File: src/rtl/dac_xfer_pkg.sv
package dac_xfer_pkg;
  localparam logic ADDR_CTRL   = 1'b0;
  localparam logic ADDR_DATA   = 1'b1;
  localparam int   CTRL_EN_BIT = 0;
  localparam int   CTRL_SEL_LSB = 1;
endpackage

File: src/rtl/dac_regs.sv
module dac_regs
  import dac_xfer_pkg::*;
#(
  parameter int DW   = 12,
  parameter int BUSW = 16,
  parameter int SELW = 3
) (
  input  logic            clk,
  input  logic            rst_n,
  input  logic            wr_fire,
  input  logic            wr_addr,
  input  logic [BUSW-1:0] wr_data,
  input  logic            sw_consume,
  output logic [DW-1:0]   hold_q,
  output logic            hold_upd,
  output logic            en_q,
  output logic [SELW-1:0] sel_q,
  output logic            sw_q
);
  localparam int SW_BIT = CTRL_SEL_LSB + SELW;

  logic unused_hi;
  assign unused_hi = &wr_data[BUSW-1:DW];

  always_ff @(posedge clk or negedge rst_n) begin
    if (!rst_n) begin
      hold_q   <= '0;
      hold_upd <= 1'b0;
      en_q     <= 1'b0;
      sel_q    <= '0;
      sw_q     <= 1'b0;
    end else begin
      hold_upd <= 1'b0;
      if (wr_fire && wr_addr == ADDR_DATA) begin
        hold_q   <= wr_data[DW-1:0];
        hold_upd <= 1'b1;
      end
      if (wr_fire && wr_addr == ADDR_CTRL) begin
        en_q  <= wr_data[CTRL_EN_BIT];
        sel_q <= wr_data[CTRL_SEL_LSB +: SELW];
        sw_q  <= wr_data[SW_BIT];
      end else if (sw_consume) begin
        sw_q <= 1'b0;
      end
    end
  end


  sw_self_clear_chk: assert property (@(posedge clk) disable iff (!rst_n)
    (sw_consume && !(wr_fire && wr_addr == ADDR_CTRL)) |=> !sw_q);
endmodule

File: src/rtl/dac_trig_sel.sv
module dac_trig_sel #(
  parameter int NHW  = 7,
  parameter int SELW = 3
) (
  input  logic            clk,
  input  logic            rst_n,
  input  logic            en,
  input  logic [SELW-1:0] sel,
  input  logic [NHW-1:0]  hw_trig,
  input  logic            sw_q,
  output logic            launch,
  output logic            sw_consume
);
  localparam logic [SELW-1:0] SW_CODE = SELW'(NHW);

  logic            cur;
  logic            prev_q;
  logic [SELW-1:0] sel_last_q;
  logic            hw_rise;

  always_comb begin
    cur = 1'b0;
    for (int i = 0; i < NHW; i++) begin
      if (sel == SELW'(i)) cur = hw_trig[i];
    end
  end

  always_ff @(posedge clk or negedge rst_n) begin
    if (!rst_n) begin
      prev_q     <= 1'b0;
      sel_last_q <= '0;
    end else begin
      prev_q     <= cur;
      sel_last_q <= sel;
    end
  end

  assign hw_rise    = cur && !prev_q && (sel == sel_last_q) && (sel != SW_CODE);
  assign sw_consume = en && (sel == SW_CODE) && sw_q;
  assign launch     = (en && hw_rise) || sw_consume;


  no_false_edge_chk: assert property (@(posedge clk) disable iff (!rst_n)
    (sel != $past(sel) && sel != SW_CODE) |-> !launch);


  edge_only_chk: assert property (@(posedge clk) disable iff (!rst_n)
    (launch && sel != SW_CODE) |=> !(launch && sel != SW_CODE && $stable(sel)));
endmodule

File: src/rtl/dac_xfer_pipe.sv
module dac_xfer_pipe #(
  parameter int DW  = 12,
  parameter int LAT = 3
) (
  input  logic          clk,
  input  logic          rst_n,
  input  logic          en,
  input  logic          launch,
  input  logic [DW-1:0] hold,
  input  logic          hold_upd,
  output logic [DW-1:0] code_q
);
  localparam int CW = $clog2(LAT + 1);

  logic [CW-1:0] cnt_q;
  logic [DW-1:0] snap_q;

  always_ff @(posedge clk or negedge rst_n) begin
    if (!rst_n) begin
      cnt_q  <= '0;
      snap_q <= '0;
      code_q <= '0;
    end else if (!en) begin
      cnt_q <= '0;
      if (hold_upd) code_q <= hold;
    end else if (launch) begin
      cnt_q  <= CW'(LAT);
      snap_q <= hold;
    end else if (cnt_q != '0) begin
      cnt_q <= cnt_q - 1'b1;
      if (cnt_q == CW'(1)) code_q <= snap_q;
    end
  end


  no_idle_xfer_chk: assert property (@(posedge clk) disable iff (!rst_n)
    (en && cnt_q == '0 && !launch) |=> $stable(code_q));

  generate
    if (LAT == 3) begin : g_lat3

      latency_chk: assert property (@(posedge clk) disable iff (!rst_n)
        (launch ##1 (en && !launch) ##1 (en && !launch) ##1 (en && !launch))
        |=> (code_q == $past(hold, 4)));
    end
  endgenerate
endmodule

File: src/rtl/dac_xfer_ctrl.sv
module dac_xfer_ctrl
  import dac_xfer_pkg::*;
#(
  parameter int DW   = 12,
  parameter int BUSW = 16,
  parameter int NHW  = 7,
  parameter int LAT  = 3
) (
  input  logic            clk,
  input  logic            rst_n,
  input  logic            wr_valid,
  output logic            wr_ready,
  input  logic            wr_addr,
  input  logic [BUSW-1:0] wr_data,
  input  logic [NHW-1:0]  hw_trig,
  output logic [DW-1:0]   dac_code
);
  localparam int SELW = $clog2(NHW + 1);

  logic            wr_fire;
  logic [DW-1:0]   hold_q;
  logic            hold_upd;
  logic            en_q;
  logic [SELW-1:0] sel_q;
  logic            sw_q;
  logic            sw_consume;
  logic            launch;

  assign wr_ready = 1'b1;
  assign wr_fire  = wr_valid && wr_ready;

  dac_regs #(.DW(DW), .BUSW(BUSW), .SELW(SELW)) u_regs (
    .clk(clk), .rst_n(rst_n), .wr_fire(wr_fire), .wr_addr(wr_addr),
    .wr_data(wr_data), .sw_consume(sw_consume), .hold_q(hold_q),
    .hold_upd(hold_upd), .en_q(en_q), .sel_q(sel_q), .sw_q(sw_q)
  );

  dac_trig_sel #(.NHW(NHW), .SELW(SELW)) u_sel (
    .clk(clk), .rst_n(rst_n), .en(en_q), .sel(sel_q), .hw_trig(hw_trig),
    .sw_q(sw_q), .launch(launch), .sw_consume(sw_consume)
  );

  dac_xfer_pipe #(.DW(DW), .LAT(LAT)) u_pipe (
    .clk(clk), .rst_n(rst_n), .en(en_q), .launch(launch), .hold(hold_q),
    .hold_upd(hold_upd), .code_q(dac_code)
  );


  direct_xfer_chk: assert property (@(posedge clk) disable iff (!rst_n)
    (wr_fire && wr_addr == ADDR_DATA && !en_q) |=> ##1 (dac_code == $past(wr_data[DW-1:0], 2)));
endmodule

File: config.mk
export PLATFORM = sky130hd
export DESIGN_NAME = dac_xfer_ctrl
export DESIGN_NICKNAME = d
export VERILOG_FILES = /design/src/rtl/dac_xfer_pkg.sv /design/src/rtl/dac_regs.sv /design/src/rtl/dac_trig_sel.sv /design/src/rtl/dac_xfer_pipe.sv /design/src/rtl/dac_xfer_ctrl.sv
export SDC_FILE = /design/constraint.sdc
export NUM_CORES = 1
export LEC_CHECK = 0
export BUFFER_PORTS_ARGS = -buffer_cell sky130_fd_sc_hd__buf_4
export CORE_UTILIZATION = 45
export CTS_CLUSTER_SIZE = 14
export DETAILED_ROUTE_END_ITERATION = 6
export PLACE_DENSITY_LB_ADDON = 0.3
export SLEW_MARGIN = 20
export SYNTH_ARGS = -nofsm -noshare
export SYNTH_HDL_FRONTEND = slang
export SYNTH_SLANG_ARGS = --single-unit
File: constraint.sdc
create_clock -name clk -period 2 [get_ports clk]
set_input_delay 0.6 -clock clk [delete_from_list [all_inputs] [get_ports clk]]
set_output_delay 0.6 -clock clk [all_outputs]
set_load 0.05 [all_outputs]
==> reports/metrics.sh, run 1 <==
RUN_STATUS='complete, but fails checks'
VIOLATIONS='design-rule violations, negative setup slack'
SYNTH_TOP_CELLS_BY_AREA='dfrtp_1 (56%), mux2_2 (21%), mux2_4 (7.0%)'
POST-SYNTH-TOP-AREA-FRACTION=0.561
FINALSETUPTNS_PS=-986
CORE.ROWCOUNT=24
FINALSETUPVIOLCOUNT=24
MOSTFREQUENTLAYOUTCELLS='buf_4 (51), dfrtp_1 (47), mux2_2 (40), inv_1 (10), mux2_4 (10)'
ANTENNA_CELLS=0
YOSYSWARNINGS=0
LAYOUT_WORST_PATH_CYCLE_SHARE=1.03
STARTPOINT_TYPE='flip-flop'
CTS_ROOT_BUF='clkbuf_8'
END_KIND='flip-flop'
MAX_FREQ_MHz=484
DRIVE_GT1_FRAC=0.584
SKEW_PS=5.83
POST-ROUTE-WORST-SETUP-SLACK_PS=-64.2
SYNTH_AREA_MM2=0.00214
FLOORPLAN.DIE_AREA_MM2=0.00504
POSTSYNTHCELLCOUNT=147
SLEW_VIOL_FINAL=0
DESIGN_AREA_MM2=0.00271
SYNTH_EDF_COUNT=0
HPWL_MM=2.86
DETAIL_ROUTE.FIRST_PASS.ITERATIONS=6
CTS_BUFFER_DEPTH=2
TRITONCTS='yes'
GR-USAGE-ALL-LAYERS=0.178
WORST_EP_ARRIVAL_TIME_PS=2240
TIGHTESTPINTRANSITION_PS=582
FLOW.AREA_GROWTH_FROM_SYNTHESIS_PCT=26.7
IRDROPWORSTVDD_V=0.000749
RSZ_0062_RAISED_AFTER_GLOBAL_ROUTING='true'
RRSETUPSLACK_PS=-60
POWER-PER-CELL-AREA_mW_PER_MM2=1320
INSERTION_DELAY_PS=290
REQUIRED_PS=2180
SYNTH_TOP_CELL_BY_AREA='dfrtp_1'
POST-ROUTE-DRC-COUNT=2
GRT_PASS1_VIAS=1478
STATIC-LEAKAGE-POWER_uW=0.00128
NUMPORTBUFFERS=34
CTS_BUFFERS=5
ROUTED_WL_MM=4.15
CLKTRANSATPATHREGS_PS=80
DOMINANTREGCELLSYNTH='dfrtp_1'
PLACED_CELL_COUNT=244
CTS.SINKS=48
SYNTH_NETS=176
PLACED_CELL_AREA_MM2=0.00256
FINAL.MIN_CLOCK_PERIOD_PS=2060
MAXCAPVIOLATIONS=0
SUM_OF_OVERFLOW_ACROSS_ALL_LAYERS_AFTER_GLOBAL_ROUTING=0
CLASSIFICATION_OF_THE_WORST_SETUP_PATH='flip-flop to flip-flop'
ASYNC_RESET_FF_FRAC=1.00
WORSTPATHMAXFANOUT=8
YS_SEQ_ELEMENTS=48
FINAL_NETS=231
GLOBAL_ROUTE_WIRE_LENGTH_BEFORE_REPAIR_MM=6.80
POST_SYNTH.CELL_AREA_AVG_UM2=14.6
N_FILL_CELL=350
REPORT.FINAL.HOLD_VIOL_COUNT=0
DESIGN_POWER_TOTAL_uW=3570
SYNTH_SEQ_AREA_SHARE=0.561
INITIAL_ANTENNA_VIOLATION_COUNT=0
TOP_LEVEL_PORTS=40
LAYOUTNONFILLERINSTCOUNT=254
CORE_AREA_MM2=0.00447
VIAS=1340
FINAL.HOLD.WORST_SLACK_PS=305
MAX-SLEW-MARGIN-REL=0.612
MOST_FREQUENT_STANDARD_CELL_IN_THE_LAYOUT_EXCLUDING_FILL_AND_TAP_CELLS='buf_4'
FLOORPLAN.INITIALDENSITY=0.479
HTREE_LEVELS=2
INITIAL_DRT_MARKERS=43
MIN_PATH_TYPE='primary input to asynchronous set/reset pin'
DRT-VIAS-PER-INSTANCE=5.28
GPL.FINAL_WEIGHTED_CONGESTION=0.749
DIE-WIDTH_UM=71.0
ROUTED_WIRE_LENGTH_PER_INSTANCE_UM=16.3
DIE_HEIGHT_UM=71.0
ANT_NETS=0
MAXIMUM_NUMBER_OF_PINS_ON_ONE_NET_BEFORE_GLOBAL_ROUTE_REPAIR=49
YOSYSUNIQUECELLTYPES=30
cell type report:
class,instances,area (um^2),share of cell area
Sequential cell,48,1200,0.443
Multi-Input combinational cell,82,867,0.320
Timing Repair Buffer,55,445,0.164
Clock buffer,7,96.3,0.0355
Tap cell,52,65.1,0.0240
Inverter,10,37.5,0.0138
sequential cells by signal (all words and copies together) (netlist names):
register and cells:
u_pipe.code_q 12, u_pipe.cnt_q 2, u_regs.en_q 1, u_regs.hold_q 12, u_sel.sel_last_q 3, u_regs.hold_upd 1, u_regs.sel_q 3, u_regs.sw_q 1
u_sel.prev_q 1, u_pipe.snap_q 12
per-layer routing:
layer,up-vias,share of wire,track usage
met5,-,0,0
met4,0,0.019,0.0756
met3,9,0.037,0.0370
met2,28,0.54,0.328
met1,685,0.41,0.200
li1,618,-,-
worst paths after layout:
check,start,endpoint,cells past startpoint
setup / recovery,u_regs.sel_q[0],u_pipe.code_q[3],6
hold / removal,rst_n,u_pipe.code_q[9],1
setup reg to reg,u_regs.sel_q[0],u_pipe.code_q[3],6
hold reg to reg,u_pipe.snap_q[5],u_pipe.snap_q[5],1
max in group asynchronous,rst_n,u_regs.sel_q[2],1
min in group clk,u_pipe.snap_q[5],u_pipe.snap_q[5],1
logic make-up (layout without fill, tap and decap cells):
| family | after synthesis | count (layout) | share of synthesized area |
|---|---|---|---|
| xor+xnor | 1 | 1 | 0.00409 |
| other cells | 1 | 1 | 0.00175 |
| simple gates | 11 | 11 | 0.0275 |
| fa+ha+maj | 2 | 2 | 0.0117 |
| buf+inv | 17 | 72 | 0.0391 |
| compound gates | 14 | 14 | 0.0549 |
| flops | 48 | 48 | 0.561 |
| mux | 53 | 53 | 0.300 |
synthesized netlist by cell type, types with 2 or more instances:
master	count
dfrtp_1	48
mux2_2	40
inv_1	10
mux2_4	10
nand2_1	5
o21ai_0	5
buf_6	2
clkbuf_1	2
ha_1	2
mux2i_1	2
o21a_1	2
through the flow:
| step | worst slack (ps) | util |
|---|---|---|
| 2_1_floorplan | -47.9 | - |
| 3_3_place_gp | -274 | 0.573 |
| 3_5_place_dp | -348 | 0.573 |
| 4_1_cts | -31.2 | 0.596 |
| 5_1_grt | -132 | 0.607 |
| 6_report | -64.2 | 0.607 |
worst max-delay path, cell delays in order, from the launching register on:
cell and delay (ps):
dfrtp_1 440, a222oi_1 430, nand4bb_1 210, buf_4 180
o211a_4 240, buf_12 150, mux2_4 300
report_power, final:
part           leakage (uW)  switching, uW  internal (uW)
Clock             0.0000503            289            308
Combinational      0.000651            781            714
Sequential         0.000582            190           1290
Total               0.00128           1260           2310
what timing repair did:
item / CTS / global route
hold buffers: 0 / 0
pin swaps: 2 / 5
cloned: 0 / 0
setup endpoints to repair: 16 / 25
buffers inserted: 0 / 3
resized for setup: 2 / 3
Note: power is estimated with default switching activity, not from simulation.
==> run 2: changes to the inputs <==
Settings changed: CORE_UTILIZATION 45 to 49, REMOVE_ABC_BUFFERS set to 1.
==> run 2 against run 1 <==
Effect of this change:
- the run ends with negative setup slack left
- first-iteration DRC count increased by 40%
- critical endpoint is now u_pipe.code_q[11]
- via count decreased by 1.3%
- hold slack gained 1.3 ps
- largest power group unchanged
- fmax rose by 0.55%
- critical path type unchanged
- core utilization rose by 5.1 points
- routed wire length increased by 0.53%
- largest cell class unchanged
==> reports/metrics.sh, run 2 (synthesis gave the netlist of run 1 again) <==
RUN_STATUS='complete, but fails checks'
VIOLATIONS='negative setup slack'
GLOBAL_ROUTE_WIRE_LENGTH_BEFORE_REPAIR_MM=6.78
INSERTION_DELAY_PS=290
INITIAL_DRT_MARKERS=60
PLACE_WORST_SETUP_SLACK_PS=-363
CORE.ROWCOUNT=23
SLEW_VIOL_FINAL=0
MOSTFREQUENTLAYOUTCELLS='buf_4 (47), dfrtp_1 (47), mux2_2 (38), mux2_4 (12), inv_1 (10)'
FINALSETUPTNS_PS=-391
FINALSETUPVIOLCOUNT=13
WORSTREGTOREGCELLS=6
WORST_PATH_MAX_DELAY_CELL='mux4_2'
STARTPOINT_TYPE='flip-flop'
END_KIND='flip-flop'
SEQ_POWER_SHARE=0.403
GRT_PASS1_VIAS=1478
DIE-WIDTH_UM=68.1
DRT-VIAS-PER-INSTANCE=5.35
ANT_NETS=0
TOPROUTINGLAYERUSED='met4'
CTS_BUFFERS=5
LAYOUT_TOP_REGISTERS='u_pipe.code_q x12, u_pipe.snap_q x12, u_regs.hold_q x12'
CRIT_PATH_CELL_TRACE='mux4_2 -> nand2_2 -> a21boi_4 -> o211a_4 -> buf_12 -> mux2_4'
ROUTED_WL_MM=4.17
SHARE_COMB_OF_TOTAL_POWER=0.407
MAX-SLEW-MARGIN-REL=0.607
CELL_INTERNAL_PWR_uW=2380
INITIAL_ANTENNA_VIOLATION_COUNT=0
SUM_OF_OVERFLOW_ACROSS_ALL_LAYERS_AFTER_GLOBAL_ROUTING=0
CTS_BUFFER_DEPTH=2
FINAL.HOLD.WORST_SLACK_PS=306
WORSTREG2REGEND='u_pipe.code_q[11]'
CP_LAUNCH_POINT='u_regs.sel_q[0]'
TRITONCTS='yes'
SKEW_PS=7.52
FINALCOREUTILIZATION=0.657
POWER.CLOCK.FRACTION=0.190
FLOORPLAN.DIE_AREA_MM2=0.00464
HPWL_MM=2.79
CTS.SINKS=48
VIAS=1322
CLKTRANSATPATHREGS_PS=90
WL_MET1_MM=1.55
ANTENNA_CELLS=0
WORST_R2R_STARTPOINT='u_regs.sel_q[0]'
FINAL.MIN_CLOCK_PERIOD_PS=2050
WORST_EP_ARRIVAL_TIME_PS=2240
MAX_FREQ_MHz=487
DETAIL_ROUTE.FIRST_PASS.ITERATIONS=4
NUMPORTBUFFERS=34
DIE_HEIGHT_UM=68.1
GR-USAGE-ALL-LAYERS=0.210
MAXIMUM_NUMBER_OF_PINS_ON_ONE_NET_BEFORE_GLOBAL_ROUTE_REPAIR=49
IRDROPWORSTVDD_V=0.000813
POWER-PER-CELL-AREA_mW_PER_MM2=1370
NETSWITCHINGPOWER_uW=1290
TOP_LEVEL_PORTS=40
STATIC-LEAKAGE-POWER_uW=0.00126
POST-ROUTE-DRC-COUNT=0
POWER_SWITCHING_SHARE=0.352
CORE_AREA_MM2=0.00409
RRSETUPSLACK_PS=-50
HTREE_LEVELS=2
MAXCAPVIOLATIONS=0
GPL.FINAL_WEIGHTED_CONGESTION=0.742
FLOW.AREA_GROWTH_FROM_SYNTHESIS_PCT=25.4
POST-ROUTE-WORST-SETUP-SLACK_PS=-52.8
TIGHTESTPINTRANSITION_PS=590
ROUTED_WIRE_LENGTH_PER_INSTANCE_UM=16.9
RSZ_0062_RAISED_AFTER_GLOBAL_ROUTING='true'
CLASSIFICATION_OF_THE_WORST_SETUP_PATH='flip-flop to flip-flop'
WL_MET3_UM=186
CTS_HOLD_BUFFERS=0
REQUIRED_PS=2180
REPORT.FINAL.HOLD_VIOL_COUNT=0
FINAL_NETS=225
LAYOUT_WORST_PATH_CYCLE_SHARE=1.03
N_FILL_CELL=311
WORST_PATH_LARGEST_CELL_DELAY_PS=530
MET2_WIRELENGTH_MM=2.33
CTS_ROOT_BUF='clkbuf_8'
WORSTPATHMAXFANOUT=8
DRIVE_GT1_FRAC=0.574
MIN_PATH_TYPE='primary input to asynchronous set/reset pin'
FLOORPLAN.INITIALDENSITY=0.524
run 2: cell count changes in the layout (fill, tap and decap cells not counted), sizes merged:
| cell | change |
|---|---|
| buf | -6 |
| bufinv | +1 |
| clkbuf | -2 |
| clkinvlp | +1 |
| inv | +1 |
run 2: per-stage QoR:
| stage | instance area [um^2] | power (uW) | std cells |
|---|---|---|---|
| detailed placement | 2500 | 2940 | 235 |
| CTS | 2690 | 3690 | 247 |
| floorplan | 2100 | 2490 | 140 |
| global placement | 2500 | 2850 | 235 |
| global route | 2690 | 3850 | 247 |
| finish | 2690 | 3670 | 247 |
run 2: worst max-delay path by stage:
stage / to / slack [ps] / depth (start not counted)
after floorplan: u_pipe.code_q[8] / -80 / 5
after global placement: u_pipe.code_q[9] / -300 / 6
after detailed placement: u_pipe.code_q[8] / -360 / 6
after CTS: u_pipe.code_q[11] / -30 / 6
after global routing: u_pipe.code_q[11] / -80 / 6
final: u_pipe.code_q[11] / -50 / 6
run 2: repair_timing:
| item | CTS | global route |
|---|---|---|
| setup buffers | 4 | 0 |
| hold endpoints to repair | 0 | 0 |
| endpoints found under the setup margin | 26 | 24 |
| resized for setup | 5 | 0 |
| pin swaps | 3 | 0 |
run 2: cell type report:
type                    count  area, um^2  area share
flip-flops and latches     48        1200       0.448
multi-input cells          82         875       0.326
repair buffers             49         393       0.146
clock buffers               5        68.8      0.0256
well taps                  50        62.6      0.0233
clock inverters             3        46.3      0.0172
inverters                  10        37.5      0.0140
run 2: power groups by stage:
stage	logic [uW]	registers [uW]	clock network (uW)
2_1_floorplan	608	1880	0
3_5_place_dp	1440	1490	0
4_1_cts	1500	1480	712
3_3_place_gp	1390	1460	0
5_1_grt	1580	1520	751
6_report	1490	1480	698
run 2: worst max-delay path, delay by kind of cell, from the launching register on:
kind | cells | cell delay (ps)
compound gates | 2 | 430
buf+inv | 1 | 140
flops | 1 | 440
mux | 2 | 840
simple gates | 1 | 80
run 2: per-layer routing:
| metal | vias to the layer above | GRT usage |
|---|---|---|
| met5 | - | 0 |
| met4 | 0 | 0.0885 |
| li1 | 611 | - |
| met1 | 665 | 0.222 |
| met2 | 35 | 0.381 |
| met3 | 11 | 0.0633 |
==> run 3: changes to the inputs <==
Settings changed: CORE_UTILIZATION 49 to 59.
Clock period 2 ns to 2.5 ns, I/O delays scaled along.
==> run 3 against run 2 <==
Effect of this change:
- the flow now finishes without violations
- worst setup slack improved by 360 ps
- sequential power decreased by 20%
- hold slack improved by 59 ps
- highest routed layer unchanged
==> reports/metrics.sh, run 3 (synthesis gave the netlist of run 1 again) <==
ANTENNA_CELLS=0
NETSWITCHINGPOWER_uW=974
REPORT.FINAL.HOLD_VIOL_COUNT=0
LAYOUTNONFILLERINSTCOUNT=233
GR-USAGE-ALL-LAYERS=0.223
GRT_PASS1_VIAS=1396
SHARE_COMB_OF_TOTAL_POWER=0.415
CTS_HOLD_BUFFERS=0
VIAS=1282
DRT-VIAS-PER-INSTANCE=5.50
POST_CTS.REPAIR.SETUP_BUFFERS=0
STARTPOINT_TYPE='flip-flop'
MAX_FREQ_MHz=455
WORST_EP_ARRIVAL_TIME_PS=2450
SLEW_VIOL_FINAL=0
DIE-WIDTH_UM=62.3
DIE_HEIGHT_UM=62.3
CTS_BUFFER_DEPTH=2
SUM_OF_OVERFLOW_ACROSS_ALL_LAYERS_AFTER_GLOBAL_ROUTING=0
MOST_FREQUENT_STANDARD_CELL_IN_THE_LAYOUT_EXCLUDING_FILL_AND_TAP_CELLS='dfrtp_1'
TOP_LEVEL_PORTS=40
TIGHTESTPINTRANSITION_PS=590
GLOBAL_ROUTE_WIRE_LENGTH_BEFORE_REPAIR_MM=6.53
DRIVE_GT1_FRAC=0.529
CLKTRANSATPATHREGS_PS=130
SEQUENTIAL_CELL_AREA_MM2=0.00120
GPL.FINAL_WEIGHTED_CONGESTION=0.738
CLASSIFICATION_OF_THE_WORST_SETUP_PATH='flip-flop to flip-flop'
RSZ_0062_RAISED_AFTER_GLOBAL_ROUTING='false'
MOSTFREQUENTLAYOUTCELLS='dfrtp_1 (48), mux2_2 (40), buf_4 (39), inv_1 (10), mux2_4 (10)'
SEQ_POWER_SHARE=0.447
WORST_R2R_STARTPOINT='u_regs.sel_q[0]'
CELL_INTERNAL_PWR_uW=1690
INSERTION_DELAY_PS=360
RRSETUPSLACK_PS=300
FINAL.MIN_CLOCK_PERIOD_PS=2200
FINALCOREUTILIZATION=0.733
ROUTED_WL_MM=3.73
INITIAL_DRT_MARKERS=41
LAYOUT_TOP_REGISTERS='u_pipe.code_q x12, u_pipe.snap_q x12, u_regs.hold_q x12'
MAXCAPVIOLATIONS=0
SKEW_PS=12.8
HPWL_MM=2.57
MIN_PATH_TYPE='primary input to asynchronous set/reset pin'
FINAL_NETS=215
FLOORPLAN.DIE_AREA_MM2=0.00388
ANT_NETS=0
STATIC-LEAKAGE-POWER_uW=0.00118
NUMPORTBUFFERS=34
MAX-SLEW-MARGIN-REL=0.607
HTREE_LEVELS=2
REQUIRED_PS=2750
FLOW.AREA_GROWTH_FROM_SYNTHESIS_PCT=16.9
FLOORPLAN.INITIALDENSITY=0.627
WORSTREG2REGEND='u_pipe.code_q[9]'
TRITONCTS='yes'
WORSTPATHMAXFANOUT=12
CTS.SINKS=48
DETAIL_ROUTE.FIRST_PASS.ITERATIONS=6
CORE_AREA_MM2=0.00342
FINALSETUPVIOLCOUNT=0
PLACED_CELL_COUNT=225
POWER_SWITCHING_SHARE=0.366
CTS_BUFFERS=5
POWER.CLOCK.FRACTION=0.138
CORE.ROWCOUNT=21
N_FILL_CELL=231
RUN_STATUS='finished clean'
FINALSETUPTNS_PS=0
IRDROPWORSTVDD_V=0.000705
END_KIND='flip-flop'
INITIAL_ANTENNA_VIOLATION_COUNT=0
POST-ROUTE-DRC-COUNT=0
POWER-PER-CELL-AREA_mW_PER_MM2=1060
ROUTED_WIRE_LENGTH_PER_INSTANCE_UM=16.0
AREA_OCCUPIED_BY_MULTI_INPUT_GATES_UM2=857
CTS_REPAIR_RESIZE_COUNT=0
WORSTREGTOREGCELLS=5
MAXIMUM_NUMBER_OF_PINS_ON_ONE_NET_BEFORE_GLOBAL_ROUTE_REPAIR=49
CTS_ROOT_BUF='clkbuf_4'
LAYOUT_WORST_PATH_CYCLE_SHARE=0.879
DESIGN_POWER_TOTAL_uW=2660
==> run 3: cell types whose count changed in the layout (fill, tap and decap cells not counted), moves of 2 or more <==
| cell | delta |
|---|---|
| mux2_2 | +2 |
| buf_12 | -2 |
| clkbuf_4 | +5 |
| clkbuf_1 | +2 |
| buf_4 | -8 |
| mux2_4 | -2 |
| clkbuf_8 | -4 |
==> run 3: critical path, cell delays in order (launching register included) <==
cell and delay (ps):
dfrtp_1 540, mux4_2 540, nand2_1 80, a21boi_4 210
o211a_4 360, mux2_2 370
==> run 3: through the flow <==
stage / setup WS [ps] / area [um^2] / hold slack [ps]
CTS: 290 / 2500 / 394
global route: 235 / 2500 / 399
floorplan: 271 / 2100 / 444
detailed placement: 33.4 / 2450 / 467
finish: 303 / 2500 / 365
global placement: 62.1 / 2450 / 458
==> run 3: worst max path at each step <==
stage	from	end	slack, ps
final	u_regs.sel_q[0]	u_pipe.code_q[9]	300
after CTS	u_regs.sel_q[0]	u_pipe.code_q[9]	290
after global routing	u_regs.sel_q[0]	u_pipe.code_q[8]	230
after global placement	hw_trig[5]	u_pipe.code_q[8]	60
after detailed placement	hw_trig[5]	u_pipe.code_q[9]	30
after floorplan	hw_trig[5]	u_pipe.code_q[8]	270
==> run 3: cell type report <==
type	instances	share of cell area
Clock buffer	8	0.0235
Inverter	10	0.0150
Sequential cell	48	0.480
Tap cell	46	0.0230
Multi-Input combinational cell	82	0.342
Timing Repair Buffer	39	0.117
==> run 3: power groups by stage <==
| stage | Clock, uW | Combinational (uW) | Sequential (uW) |
|---|---|---|---|
| finish | 368 | 1100 | 1190 |
| global route | 412 | 1160 | 1230 |
| CTS | 374 | 1110 | 1190 |
| detailed placement | 0 | 1110 | 1200 |
| global placement | 0 | 1080 | 1180 |
| floorplan | 0 | 487 | 1510 |
==> run 3: routing by layer <==
metal / share of wire / GRT usage / up-vias / routed length (um)
li1: - / - / 590 / -
met1: 0.44 / 0.272 / 654 / 1640
met2: 0.51 / 0.389 / 31 / 1910
met3: 0.035 / 0.0441 / 7 / 131
met4: 0.015 / 0.0872 / 0 / 55
met5: 0 / 0 / - / 0
